**src/rtl/mbc_pkg.sv**
```systemverilog
package mbc_pkg;

    localparam int CNT_W  = 4;
    localparam int SHORT_W = 2;

    typedef enum logic [2:0] {
        ST_IDLE,
        ST_ADDR,
        ST_AHOLD,
        ST_SETUP,
        ST_STROBE,
        ST_HOLD,
        ST_RECOV
    } mbc_state_e;

    // Packed timing word; first member is the most significant field.
    typedef struct packed {
        logic [CNT_W-1:0]   recov;
        logic [SHORT_W-1:0] hold;
        logic [CNT_W-1:0]   strobe;
        logic [SHORT_W-1:0] setup;
        logic [SHORT_W-1:0] addr;
    } mbc_cfg_t;

    localparam int CFG_W = $bits(mbc_cfg_t);

endpackage

```
**src/rtl/mbc_phase_timer.sv**
```systemverilog
module mbc_phase_timer
    import mbc_pkg::*;
(
    input  logic             clk,
    input  logic             rst_n,
    input  logic             load,
    input  logic [CNT_W-1:0] load_val,
    output logic             done
);

    logic [CNT_W-1:0] cnt_q;

    always_ff @(posedge clk or negedge rst_n) begin
        if (!rst_n) begin
            cnt_q <= '0;
        end else if (load) begin
            cnt_q <= load_val;
        end else if (cnt_q != '0) begin
            cnt_q <= cnt_q - 1'b1;
        end
    end

    assign done = (cnt_q == '0);

endmodule

```
**src/rtl/mbc_fsm.sv**
```systemverilog
module mbc_fsm
    import mbc_pkg::*;
(
    input  logic               clk,
    input  logic               rst_n,
    input  logic               req_i,
    input  logic [SHORT_W-1:0] first_len,
    input  logic [SHORT_W-1:0] setup_len,
    input  logic [CNT_W-1:0]   strobe_len,
    input  logic [SHORT_W-1:0] hold_len,
    input  logic [CNT_W-1:0]   recov_len,
    input  logic               done,
    output logic               load,
    output logic [CNT_W-1:0]   load_val,
    output logic               accept,
    output logic               ale,
    output logic               cs_act,
    output logic               strobe_act,
    output logic               addr_phase,
    output logic               data_phase,
    output logic               capture,
    output logic               ack
);

    mbc_state_e state_q, state_d;

    // State register
    always_ff @(posedge clk or negedge rst_n) begin
        if (!rst_n) state_q <= ST_IDLE;
        else        state_q <= state_d;
    end

    // Transitions and counter reload
    always_comb begin
        state_d  = state_q;
        load     = 1'b0;
        load_val = '0;
        accept   = 1'b0;
        unique case (state_q)
            ST_IDLE: if (req_i) begin
                state_d  = ST_ADDR;
                load     = 1'b1;
                load_val = CNT_W'(first_len);
                accept   = 1'b1;
            end
            ST_ADDR: if (done) begin
                state_d  = ST_AHOLD;
                load     = 1'b1;
                load_val = '0;
            end
            ST_AHOLD: begin
                state_d  = ST_SETUP;
                load     = 1'b1;
                load_val = CNT_W'(setup_len);
            end
            ST_SETUP: if (done) begin
                state_d  = ST_STROBE;
                load     = 1'b1;
                load_val = strobe_len;
            end
            ST_STROBE: if (done) begin
                state_d  = ST_HOLD;
                load     = 1'b1;
                load_val = CNT_W'(hold_len);
            end
            ST_HOLD: if (done) begin
                state_d  = ST_RECOV;
                load     = 1'b1;
                load_val = recov_len;
            end
            ST_RECOV: if (done) begin
                state_d  = ST_IDLE;
            end
            default: state_d = ST_IDLE;
        endcase
    end

    // Moore outputs
    always_comb begin
        ale        = 1'b0;
        cs_act     = 1'b0;
        strobe_act = 1'b0;
        addr_phase = 1'b0;
        data_phase = 1'b0;
        capture    = 1'b0;
        ack        = 1'b0;
        unique case (state_q)
            ST_IDLE:   ;
            ST_ADDR:   begin ale = 1'b1; addr_phase = 1'b1; end
            ST_AHOLD:  begin cs_act = 1'b1; addr_phase = 1'b1; end
            ST_SETUP:  begin cs_act = 1'b1; data_phase = 1'b1; end
            ST_STROBE: begin
                cs_act     = 1'b1;
                data_phase = 1'b1;
                strobe_act = 1'b1;
                capture    = done;
            end
            ST_HOLD:   begin cs_act = 1'b1; data_phase = 1'b1; ack = done; end
            ST_RECOV:  ;
            default:   ;
        endcase
    end

endmodule

```
**src/rtl/mbc_bus_drive.sv**
```systemverilog
module mbc_bus_drive
    import mbc_pkg::*;
#(
    parameter int BUS_W = 16
) (
    input  logic               clk,
    input  logic               rst_n,
    input  logic               accept,
    input  logic               req_we_i,
    input  logic [BUS_W-1:0]   req_addr_i,
    input  logic [BUS_W-1:0]   req_wdata_i,
    input  mbc_cfg_t           cfg_i,
    input  logic               addr_phase,
    input  logic               data_phase,
    input  logic               capture,
    input  logic [BUS_W-1:0]   ad_i,
    output logic               we_q,
    output logic [SHORT_W-1:0] setup_q,
    output logic [CNT_W-1:0]   strobe_q,
    output logic [SHORT_W-1:0] hold_q,
    output logic [CNT_W-1:0]   recov_q,
    output logic [BUS_W-1:0]   ad_o,
    output logic               ad_oe,
    output logic [BUS_W-1:0]   rdata
);

    logic [BUS_W-1:0] addr_q, wdata_q;

    // Per-access capture of request and timing
    always_ff @(posedge clk or negedge rst_n) begin
        if (!rst_n) begin
            we_q     <= 1'b0;
            addr_q   <= '0;
            wdata_q  <= '0;
            setup_q  <= '0;
            strobe_q <= '0;
            hold_q   <= '0;
            recov_q  <= '0;
        end else if (accept) begin
            we_q     <= req_we_i;
            addr_q   <= req_addr_i;
            wdata_q  <= req_wdata_i;
            setup_q  <= cfg_i.setup;
            strobe_q <= cfg_i.strobe;
            hold_q   <= cfg_i.hold;
            recov_q  <= cfg_i.recov;
        end
    end

    // Read sample on the final strobe cycle
    always_ff @(posedge clk or negedge rst_n) begin
        if (!rst_n)                rdata <= '0;
        else if (capture && !we_q) rdata <= ad_i;
    end

    assign ad_o  = addr_phase ? addr_q : wdata_q;
    assign ad_oe = addr_phase | (we_q & data_phase);

endmodule

```
**src/rtl/mux_bus_ctrl.sv**
```systemverilog
module mux_bus_ctrl
    import mbc_pkg::*;
#(
    parameter int BUS_W = 16
) (
    input  logic             clk,
    input  logic             rst_n,
    input  logic             req_i,
    input  logic             req_we_i,
    input  logic [BUS_W-1:0] req_addr_i,
    input  logic [BUS_W-1:0] req_wdata_i,
    input  logic [CFG_W-1:0] cfg_timing_i,
    output logic             ack_o,
    output logic [BUS_W-1:0] rdata_o,
    output logic             ale_o,
    output logic             cs_n_o,
    output logic             wr_n_o,
    output logic             rd_n_o,
    output logic [BUS_W-1:0] ad_o,
    output logic             ad_oe_o,
    input  logic [BUS_W-1:0] ad_i
);

    mbc_cfg_t           cfg;
    logic               load, done, accept;
    logic [CNT_W-1:0]   load_val;
    logic               cs_act, strobe_act, addr_phase, data_phase, capture;
    logic               we_q;
    logic [SHORT_W-1:0] setup_q, hold_q;
    logic [CNT_W-1:0]   strobe_q, recov_q;

    assign cfg = mbc_cfg_t'(cfg_timing_i);

    mbc_phase_timer u_timer (
        .clk      (clk),
        .rst_n    (rst_n),
        .load     (load),
        .load_val (load_val),
        .done     (done)
    );

    mbc_fsm u_fsm (
        .clk        (clk),
        .rst_n      (rst_n),
        .req_i      (req_i),
        .first_len  (cfg.addr),
        .setup_len  (setup_q),
        .strobe_len (strobe_q),
        .hold_len   (hold_q),
        .recov_len  (recov_q),
        .done       (done),
        .load       (load),
        .load_val   (load_val),
        .accept     (accept),
        .ale        (ale_o),
        .cs_act     (cs_act),
        .strobe_act (strobe_act),
        .addr_phase (addr_phase),
        .data_phase (data_phase),
        .capture    (capture),
        .ack        (ack_o)
    );

    mbc_bus_drive #(.BUS_W(BUS_W)) u_drive (
        .clk         (clk),
        .rst_n       (rst_n),
        .accept      (accept),
        .req_we_i    (req_we_i),
        .req_addr_i  (req_addr_i),
        .req_wdata_i (req_wdata_i),
        .cfg_i       (cfg),
        .addr_phase  (addr_phase),
        .data_phase  (data_phase),
        .capture     (capture),
        .ad_i        (ad_i),
        .we_q        (we_q),
        .setup_q     (setup_q),
        .strobe_q    (strobe_q),
        .hold_q      (hold_q),
        .recov_q     (recov_q),
        .ad_o        (ad_o),
        .ad_oe       (ad_oe_o),
        .rdata       (rdata_o)
    );

    assign cs_n_o = ~cs_act;
    assign wr_n_o = ~(strobe_act & we_q);
    assign rd_n_o = ~(strobe_act & ~we_q);

endmodule

```
**config.mk**
```make
export PLATFORM = sky130hd
export DESIGN_NAME = mux_bus_ctrl
export DESIGN_NICKNAME = d
export VERILOG_FILES = /design/src/rtl/mbc_pkg.sv /design/src/rtl/mbc_phase_timer.sv /design/src/rtl/mbc_fsm.sv /design/src/rtl/mbc_bus_drive.sv /design/src/rtl/mux_bus_ctrl.sv
export SDC_FILE = /design/constraint.sdc
export NUM_CORES = 1
export LEC_CHECK = 0
export BUFFER_PORTS_ARGS = -buffer_cell sky130_fd_sc_hd__buf_2
export CORE_MARGIN = 2
export CORE_UTILIZATION = 45
export DETAILED_ROUTE_END_ITERATION = 6
export PLACE_DENSITY_LB_ADDON = 0.15
export SLEW_MARGIN = 5
export SYNTH_ARGS = -nofsm -noshare
export SYNTH_HDL_FRONTEND = slang
export SYNTH_SLANG_ARGS = --single-unit
```
**constraint.sdc**
```tcl
create_clock -name clk -period 3.1 [get_ports clk]
set_input_delay 0.62 -clock clk [delete_from_list [all_inputs] [get_ports clk]]
set_output_delay 0.62 -clock clk [all_outputs]
set_load 0.01 [all_outputs]
```
Word level (Yosys, flattened, before mapping)
Cells that the tools add are included.

Equality and inequality tests: 12. Reductions and logical operators: 11. Mux-type cells: 26. Add/sub/neg operators: 1. Bitwise logic cells: 8.

Operator list (count): $pmux W3 S7 (1); $pmux W4 S5 (1); $mux W3 (6); $mux W16 (1); $mux W4 (4); $mux W1 (10); $ne A2 B1 Y1 const B (5); $eq A3 B3 Y1 const B (3); $reduce_or A4 Y1 (2); $eq A3 B2 Y1 const B (2); $reduce_and A6 Y1 (1); $logic_not A4 Y1 (1); $mux W2 (2); $not A1 Y1 (4); $reduce_bool A4 Y1 (1); $sub A4 B1 Y4 const B (1); $and A1 B1 Y1 (3); $eq A3 B1 Y1 const B (1); $logic_not A3 Y1 (1); $pmux W1 S3 (1); $reduce_or A3 Y1 (1); $ne A2 B2 Y1 const B (1); $reduce_bool A2 Y1 (1); $reduce_or A2 Y1 (1); 3 further kinds (3).

Register bits: 68. Logic and storage cells: 68. Bits of input ports: 66. Output and inout bits: 38.

Logic depth before layout (Yosys ltp)
Gate-level depths: netlist (run 1).

Depth in word-level cells: 5. Mapped depth: 6. Mapped depth without buffers: 6.

By module
A second synthesis (run 1) with hierarchy kept.

Cell total of the unflattened synthesis: 226. Area total of the unflattened synthesis: 3176.8 µm².

By module, submodules not included: mbc_bus_drive (cells an instance 149, area each 2538.7 µm², sequential area each 1526.5 µm², times used 1); mbc_fsm (cells an instance 52, area each 390.4 µm², sequential area each 75.1 µm², times used 1); mbc_phase_timer (cells an instance 22, area each 234.0 µm², sequential area each 100.1 µm², times used 1); mux_bus_ctrl (cells an instance 3, area each 13.8 µm², sequential area each 0.0 µm², times used 1).

Worst setup path before layout (run 1)
No wires, ideal clock.

Kind: reg2out. Start point: reg u_fsm.state_q[0]. End point: out ad_o[0]. Setup slack: 1.013 ns. Data arrival time: 1.467 ns. Required time: 2.480 ns. Path buffers: 2. Cell stages (with the launch flop): 6. Cells stage by stage: dfrtp_1 -> buf_4 -> xnor2_1 -> nor2_2 -> buf_4 -> mux2_2.

Word-level cells in the longest chain between the ends: 4. Elaborated cells between the ends (all ways): 5. Those cells by class: eq/ne (2); mux (2); reduce/logical (1).

Ends and longest elaborated chain: from (decl) (RTL line mbc_fsm.sv:25) `mbc_state_e state_q, state_d;`; from (signal assigned) (RTL line mbc_fsm.sv:30) `else state_q <= state_d;`; $eq A3 B2 Y1 or $eq A3 B1 Y1 (tied branches) (RTL line mbc_fsm.sv:87) `unique case (state_q)`; $reduce_or A2 Y1 (no line) *; $mux W1 * (RTL line mbc_fsm.sv:87); $mux W16 * (RTL line mbc_bus_drive.sv:56) `assign ad_o = addr_phase ? addr_q : wdata_q;`; to (decl) (RTL line mux_bus_ctrl.sv:19) `output logic [BUS_W-1:0] ad_o,`.

Every way passes the cells marked *; elsewhere a longest branch is shown, timed or not.

Worst setup path in the final report (run 1)
Start point: reg u_timer.cnt_q[0]. End point: out ack_o.

Word-level cells in the longest chain between the ends: 2.

Ends and longest elaborated chain: from (decl) (RTL line mbc_phase_timer.sv:11) `logic [CNT_W-1:0] cnt_q;`; from (signal assigned) (RTL line mbc_phase_timer.sv:17) `cnt_q <= load_val;`; from (signal assigned) (RTL line mbc_phase_timer.sv:19) `cnt_q <= cnt_q - 1'b1;`; $logic_not A4 Y1 (RTL line mbc_phase_timer.sv:23) `assign done = (cnt_q == '0);`; $mux W1 (RTL line mbc_fsm.sv:87); to (decl) (RTL line mux_bus_ctrl.sv:13) `output logic ack_o,`.

No other way between the ends.

==> summary.md, run 1 <==
| Metric | Value |
|---|---|
| Status | complete, no violations |
| CTS tree | yes |
| Synthesis-to-finish area growth | 25.2% |
| RSZ-0062 raised after global routing | false |
| Starting Density | 46.7% |
| Port Buffers | 103 |
| Number of synthesized register bits | 68 |
| Crit. End Element | output pin |
| Dominant cell type by area after synthesis | dfrtp_1 |
| Synth Flop Type | dfrtp_1 |
| Main area contributors after synthesis | dfrtp_1 (54%), mux2_2 (23%), mux2_4 (4.7%) |
| Tightest Pin Transition | 0.787 ns |
| Clock Pin Slew Worst Setup and Hold Paths | 0.07 ns |
| PostCTS Resize Cnt | 0 |
| Fraction of registers with async set or reset after synthesis | 100% |
| Max H-tree Level | 3 |
| Drt wl/cell | 14.3 um |
| HP Class | in2async |
| Max stage delay on crit path | 0.46 ns |
| Synthesized Nets | 300 |
| Final Power | 0.00422 W |
| Final worst path period need | 2.61 ns |
| Final #Nets | 407 |
| Synth Warn # | 0 |
| Final ANT Viol Nets | 0 |
| MaxCap Viol Count | 0 |
| Critical path class | reg2out |
| First-pass GRT wire length | 10500 um |
| Core area | 0.00679 sq mm |
| Die H | 88.0 um |
| Vias/cell | 4.94 |
| DPL Wire Length | 4520 um |
| Root buffer cell | clkbuf_8 |
| Synth Instances | 233 |
| Cell Area, Synth | 0.00317 sq mm |
| GRT Util Overall | 17.6% |
| Top cell type's share of synthesized area | 53.6% |
| Worst path required time | 2.48 ns |
| Reg2reg start | u_timer.cnt_q[0] |
| Crit. Startpoint | u_timer.cnt_q[0] |
| Post-synth EDFFs | 0 |
| Arr. time, crit path | 1.99 ns |
| # clock sinks | 68 |
| Slew margin rel. | 47.6% |
| Hold WS | 0.274 ns |
| Vias | 2170 |
| Crit path max fanout | 9 |
| Number of DRC violations after detailed-routing iteration 0 | 86 |
| Largest net degree at the start of global routing | 46 |
| PwrDens | 1060 mW/mm^2 |
| Final worst path period share | 84.1% |
| I/O Pins | 104 |
| Vias in the first global route | 2227 |
| Die width | 88.0 um |
| Fmax | 383 MHz |
| CP startpoint kind | flop |
| Sequential area share after synthesis | 53.6% |
| Setup bufs post-CTS | 0 |
| Grt total ovfl | 0 |
| RD Place Congestion | 0.714 |
| Die Footprint | 0.00774 sq mm |
| Max Buffers Root-to-Sink | 2 |
| Cell variety after synth | 41 |
| Cell leakage power | 1.88 nW |
| Post-Route WL | 6260 um |
| CTS Buf Count | 9 |
| Std-Cell Rows | 30 |
| Final hold vios | 0 |
| Clock Skews | 0.00829 ns |
| TritonRoute pass-1 iters | 5 |
| Final non-filler cell total | 439 |
| CP max stage cell | nor3b_4 |
| Clk_lat worst skew | 0.33 ns |
| Worst reg2reg setup slack | 0.97 ns |
| Fraction of layout cells with a size suffix above 1 | 59.5% |
| Setup violations, final | 0 |
| Drt drc | 0 |
| Cell Chain, Critical Path | inv_1 -> ha_1 -> nor3b_4 -> nand2_1 -> nor2_1 -> buf_2 |
| Hold_buf cts | 0 |
| Slew Limit Fails | 0 |
| Initial antenna violation count | 0 |
| N_diodes | 0 |
| Util after Layout | 58.5% |
| DP Cell Count | 425 |
| Sum Neg Setup Slack | 0 ns |
| Peak supply drop | 0.000513 V |
| Avg Inst Size Synth | 13.6 sq um |
power breakdown:
group / switching [W] / internal, W
combinational: 0.000844 / 0.00106
clock: 0.000301 / 0.000406
sequential: 0.000266 / 0.00134
registers in the layout, summed over array words and instances (netlist names):
signal / cells
u_drive.recov_q: 4
u_drive.addr_q: 16
u_drive.wdata_q: 16
u_drive.hold_q: 2
u_timer.cnt_q: 4
u_drive.strobe_q: 4
u_drive.we_q: 1
u_fsm.state_q: 3
u_drive.setup_q: 2
u_drive.rdata: 16
cells in the mapped netlist (2+ instances only):
master,count
nor3_1,3
a22o_1,3
nand2_1,9
o21ai_0,7
mux2_4,10
a21oi_1,6
dfrtp_1,68
buf_4,5
mux2_2,66
buf_2,6
o22ai_1,4
nor2_1,7
nand3_1,3
nor2b_1,4
mux2i_1,2
a22oi_1,2
nand4b_1,2
inv_1,3
metrics by stage:
stage / setup WS (ns) / instance area [sq um]
after floorplan: 1.01 / 3170
after global placement: 0.871 / 3780
after detailed placement: 0.844 / 3780
after CTS: 0.472 / 3970
after global routing: 0.247 / 3970
final: 0.491 / 3970
worst max-delay path, delay by kind of cell, from the launching register on:
| kind | cells | cell delay [ns] |
|---|---|---|
| simple gates | 3 | 0.80 |
| flops | 1 | 0.42 |
| buf+inv | 2 | 0.22 |
| fa+ha+maj | 1 | 0.22 |
routing by layer:
layer / track usage, % / part of all wire [%] / up-vias
met5: 0 / 0 / -
met1: 23.3 / 45 / 1067
li1: - / - / 1051
met4: 5.45 / 0.85 / 0
met2: 27.0 / 48 / 48
met3: 6.60 / 6.4 / 4
worst paths after layout:
kind	to	depth (start not counted)
setup / recovery	ack_o	6
hold / removal	u_drive.setup_q[1]	2
setup reg to reg	u_drive.rdata[7]	5
hold reg to reg	u_drive.addr_q[9]	1
max in group asynchronous	u_drive.wdata_q[1]	2
min in group clk	u_drive.we_q	3
cell usage in the layout, fill, tap and decap left out, types with 4 or more instances in the layout:
cell / Yosys / routed
buf_4: 5 / 7
nor2_1: 7 / 7
o22ai_1: 4 / 4
mux2_2: 66 / 66
dfrtp_1: 68 / 68
mux2_4: 10 / 10
clkbuf_8: 0 / 11
nand2_1: 9 / 9
a21oi_1: 6 / 6
nor2b_1: 4 / 4
o21ai_0: 7 / 7
buf_2: 6 / 103
area by class of cell:
class | count | area [sq um]
Clock buffer | 12 | 155
Clock inverter | 2 | 35.0
Fill cell | 612 | 2820
Inverter | 3 | 11.3
Multi-Input combinational cell | 148 | 1380
Sequential cell | 68 | 1700
Tap cell | 96 | 120
Timing Repair Buffer | 110 | 568
kinds of logic after synthesis:
family                   count (synthesis)  synth area share [%]
XOR/XNOR                                 2                 0.552
buffers and inverters                   17                  3.08
multiplexers                            78                  28.8
adder cells (fa/ha/maj)                  1                 0.394
AO/OA/AOI/OAI                           27                  5.56
flip-flops                              68                  53.6
AND/OR/NAND/NOR                         40                  7.97
(Power assumes the default switching activity.)
==> inputs of run 2 (changes only) <==
Clock period 3.1 ns to 2.3 ns, I/O delays scaled along.
==> summary.md, run 2 (synthesized netlist as in run 1, its figures left out) <==
| Metric | Value |
|---|---|
| Status | complete, no violations |
| Clk network pwr share | 16.7% (about the same) |
| Max H-tree Level | 3 (unchanged) |
| Setup violations, final | 0 (unchanged) |
| Final hold vios | 0 (unchanged) |
| Final worst path period need | 2.20 ns |
| Starting Density | 46.7% (unchanged) |
| Cell internal pwr | 0.00384 W (+37%) |
| TritonRoute pass-1 iters | 4 (-1) |
| Vias | 2203 (+1.5%) |
| Net switching fraction of the power | 33.8% (+0.28 points) |
| Vias in the first global route | 2234 (+0.31%) |
| Final #Nets | 411 (+0.98%) |
| First-pass GRT wire length | 10700 um (+1.9%) |
| Initial antenna violation count | 0 (unchanged) |
| CP startpoint kind | flop |
| Synthesis-to-finish area growth | 26.7% |
| Hold_buf cts | 0 (unchanged) |
| CTS Buf Count | 9 (unchanged) |
| Util after Layout | 59.1% (+0.66 points) |
| Fmax | 454 MHz |
| Final ANT Viol Nets | 0 (unchanged) |
| Tightest Pin Transition | 0.403 ns (-0.383 ns) |
| Sum Neg Setup Slack | 0 ns (unchanged) |
| CTS tree | yes |
| Max Buffers Root-to-Sink | 2 (unchanged) |
| MaxCap Viol Count | 0 (unchanged) |
| Top flop regs | u_drive.addr_q: 16 flops, u_drive.rdata: 16 flops, u_drive.wdata_q: 16 flops |
| Die H | 88.0 um (unchanged) |
| # fillers | 591 (-3.4%) |
| RSZ-0062 raised after global routing | false |
| Slew margin rel. | 73.1% (+26 points) |
| Commonest non-fill, non-tap cells in the layout | buf_2 (103), dfrtp_1 (68), mux2_2 (66) |
| Die Footprint | 0.00774 sq mm (unchanged) |
| Pre-CTS setup slack | 0.406 ns (-0.438 ns) |
| Number of DRC violations after detailed-routing iteration 0 | 40 (-53%) |
| Core area | 0.00679 sq mm (unchanged) |
| Drt wl/cell | 14.8 um (+3.8%) |
| # clock sinks | 68 (unchanged) |
| Clock Skews | 0.00570 ns (-0.00260 ns) |
| Final worst path period share | 95.8% |
| Final worst setup slack | 0.0977 ns (-0.394 ns) |
| HP Class | in2async |
| Std-Cell Rows | 30 (unchanged) |
| RD Place Congestion | 0.833 (+17%) |
| Combinational share of power | 46.5% (+1.3 points) |
| Commonest non-fill, non-tap cell in the layout | buf_2 |
| Crit path max fanout | 10 (+1) |
| Clk_lat worst skew | 0.34 ns (about the same) |
| Peak supply drop | 0.000656 V (+28%) |
| Slew Limit Fails | 0 (unchanged) |
| PwrDens | 1440 mW/mm^2 (+36%) |
| Reg power frac | 36.8% (-1.2 points) |
| Largest net degree at the start of global routing | 69 (+50%) |
| Drt drc | 0 (unchanged) |
| Vias/cell | 4.97 (+0.60%) |
| Setup bufs post-CTS | 0 (unchanged) |
| GRT Util Overall | 18.4% (+0.78 points) |
| Psw | 0.00196 W (+39%) |
| I/O Pins | 104 (unchanged) |
| Critical path class | reg2out |
| Grt total ovfl | 0 (unchanged) |
| Cell leakage power | 1.91 nW (+1.4%) |
| Root buffer cell | clkbuf_8 |
| Clock Pin Slew Worst Setup and Hold Paths | 0.06 ns (about the same) |
| Crit. End Element | output pin |
| DPL Wire Length | 4680 um (+3.5%) |
| Die width | 88.0 um (unchanged) |
| Arr. time, crit path | 1.74 ns (-0.25 ns) |
| N_diodes | 0 (unchanged) |
| Post-Route WL | 6560 um (+4.7%) |
| Port Buffers | 103 (unchanged) |
| Fraction of layout cells with a size suffix above 1 | 60.2% (+0.76 points) |
| Final Power | 0.00579 W (+37%) |
| Worst path required time | 1.84 ns (-0.64 ns) |
==> run 2: critical path: stages (launching register included) <==
cell     delay (ns)
dfrtp_1        0.39
xnor2_1        0.15
nor2_2         0.14
buf_4          0.22
mux2_2         0.36
buf_2          0.14
==> run 2: layout make-up <==
type,count,area [sq um],area share [%]
clock buffer,12,155,3.86
clock inverter,2,35.0,0.872
inverter,3,11.3,0.280
multi-input combinational,148,1380,34.4
sequential,68,1700,42.4
tap,96,120,2.99
timing repair buffer,114,611,15.2
==> run 2: metrics by stage <==
stage | hold slack (ns) | area [sq um] | cells
floorplan | 0.164 | 3170 | 233
global placement | 0.482 | 3820 | 429
detailed placement | 0.488 | 3820 | 429
CTS | 0.138 | 4020 | 443
global route | 0.144 | 4020 | 443
finish | 0.130 | 4020 | 443
==> run 2: path summary, 6_finish.rpt <==
check	slack, ns	end	start	depth (start not counted)
max in group asynchronous	1.88	u_drive.rdata[10]	rst_n	2
min in group clk	0.32	u_drive.we_q	req_we_i	3
setup reg to reg	0.38	u_drive.rdata[10]	u_timer.cnt_q[0]	5
hold / removal	0.13	u_drive.addr_q[10]	rst_n	2
hold reg to reg	0.50	u_drive.rdata[0]	u_drive.rdata[0]	1
setup / recovery	0.1	ad_o[1]	u_fsm.state_q[1]	5
==> run 2: power groups by stage <==
stage | Combinational (W) | Clock [W] | Sequential [W]
floorplan | 0.00182 | 0 | 0.00214
global placement | 0.00267 | 0 | 0.00212
detailed placement | 0.00271 | 0 | 0.00215
CTS | 0.00272 | 0.00100 | 0.00213
global route | 0.00296 | 0.00104 | 0.00222
finish | 0.00270 | 0.000967 | 0.00213
==> run 2: routing by layer <==
layer  global-route usage, %  up-vias  wire, um
li1                        -     1060         -
met1                    23.8     1072      2860
met2                    27.6       61      3150
met3                    8.01       10       444
met4                    6.43        0       111
met5                       0        -         0
==> run 2: timing repair <==
item                                   4_1_cts  5_1_grt
setup endpoints to repair                    0        1
gates resized for setup                      0        1
endpoints found under the hold margin        0        0
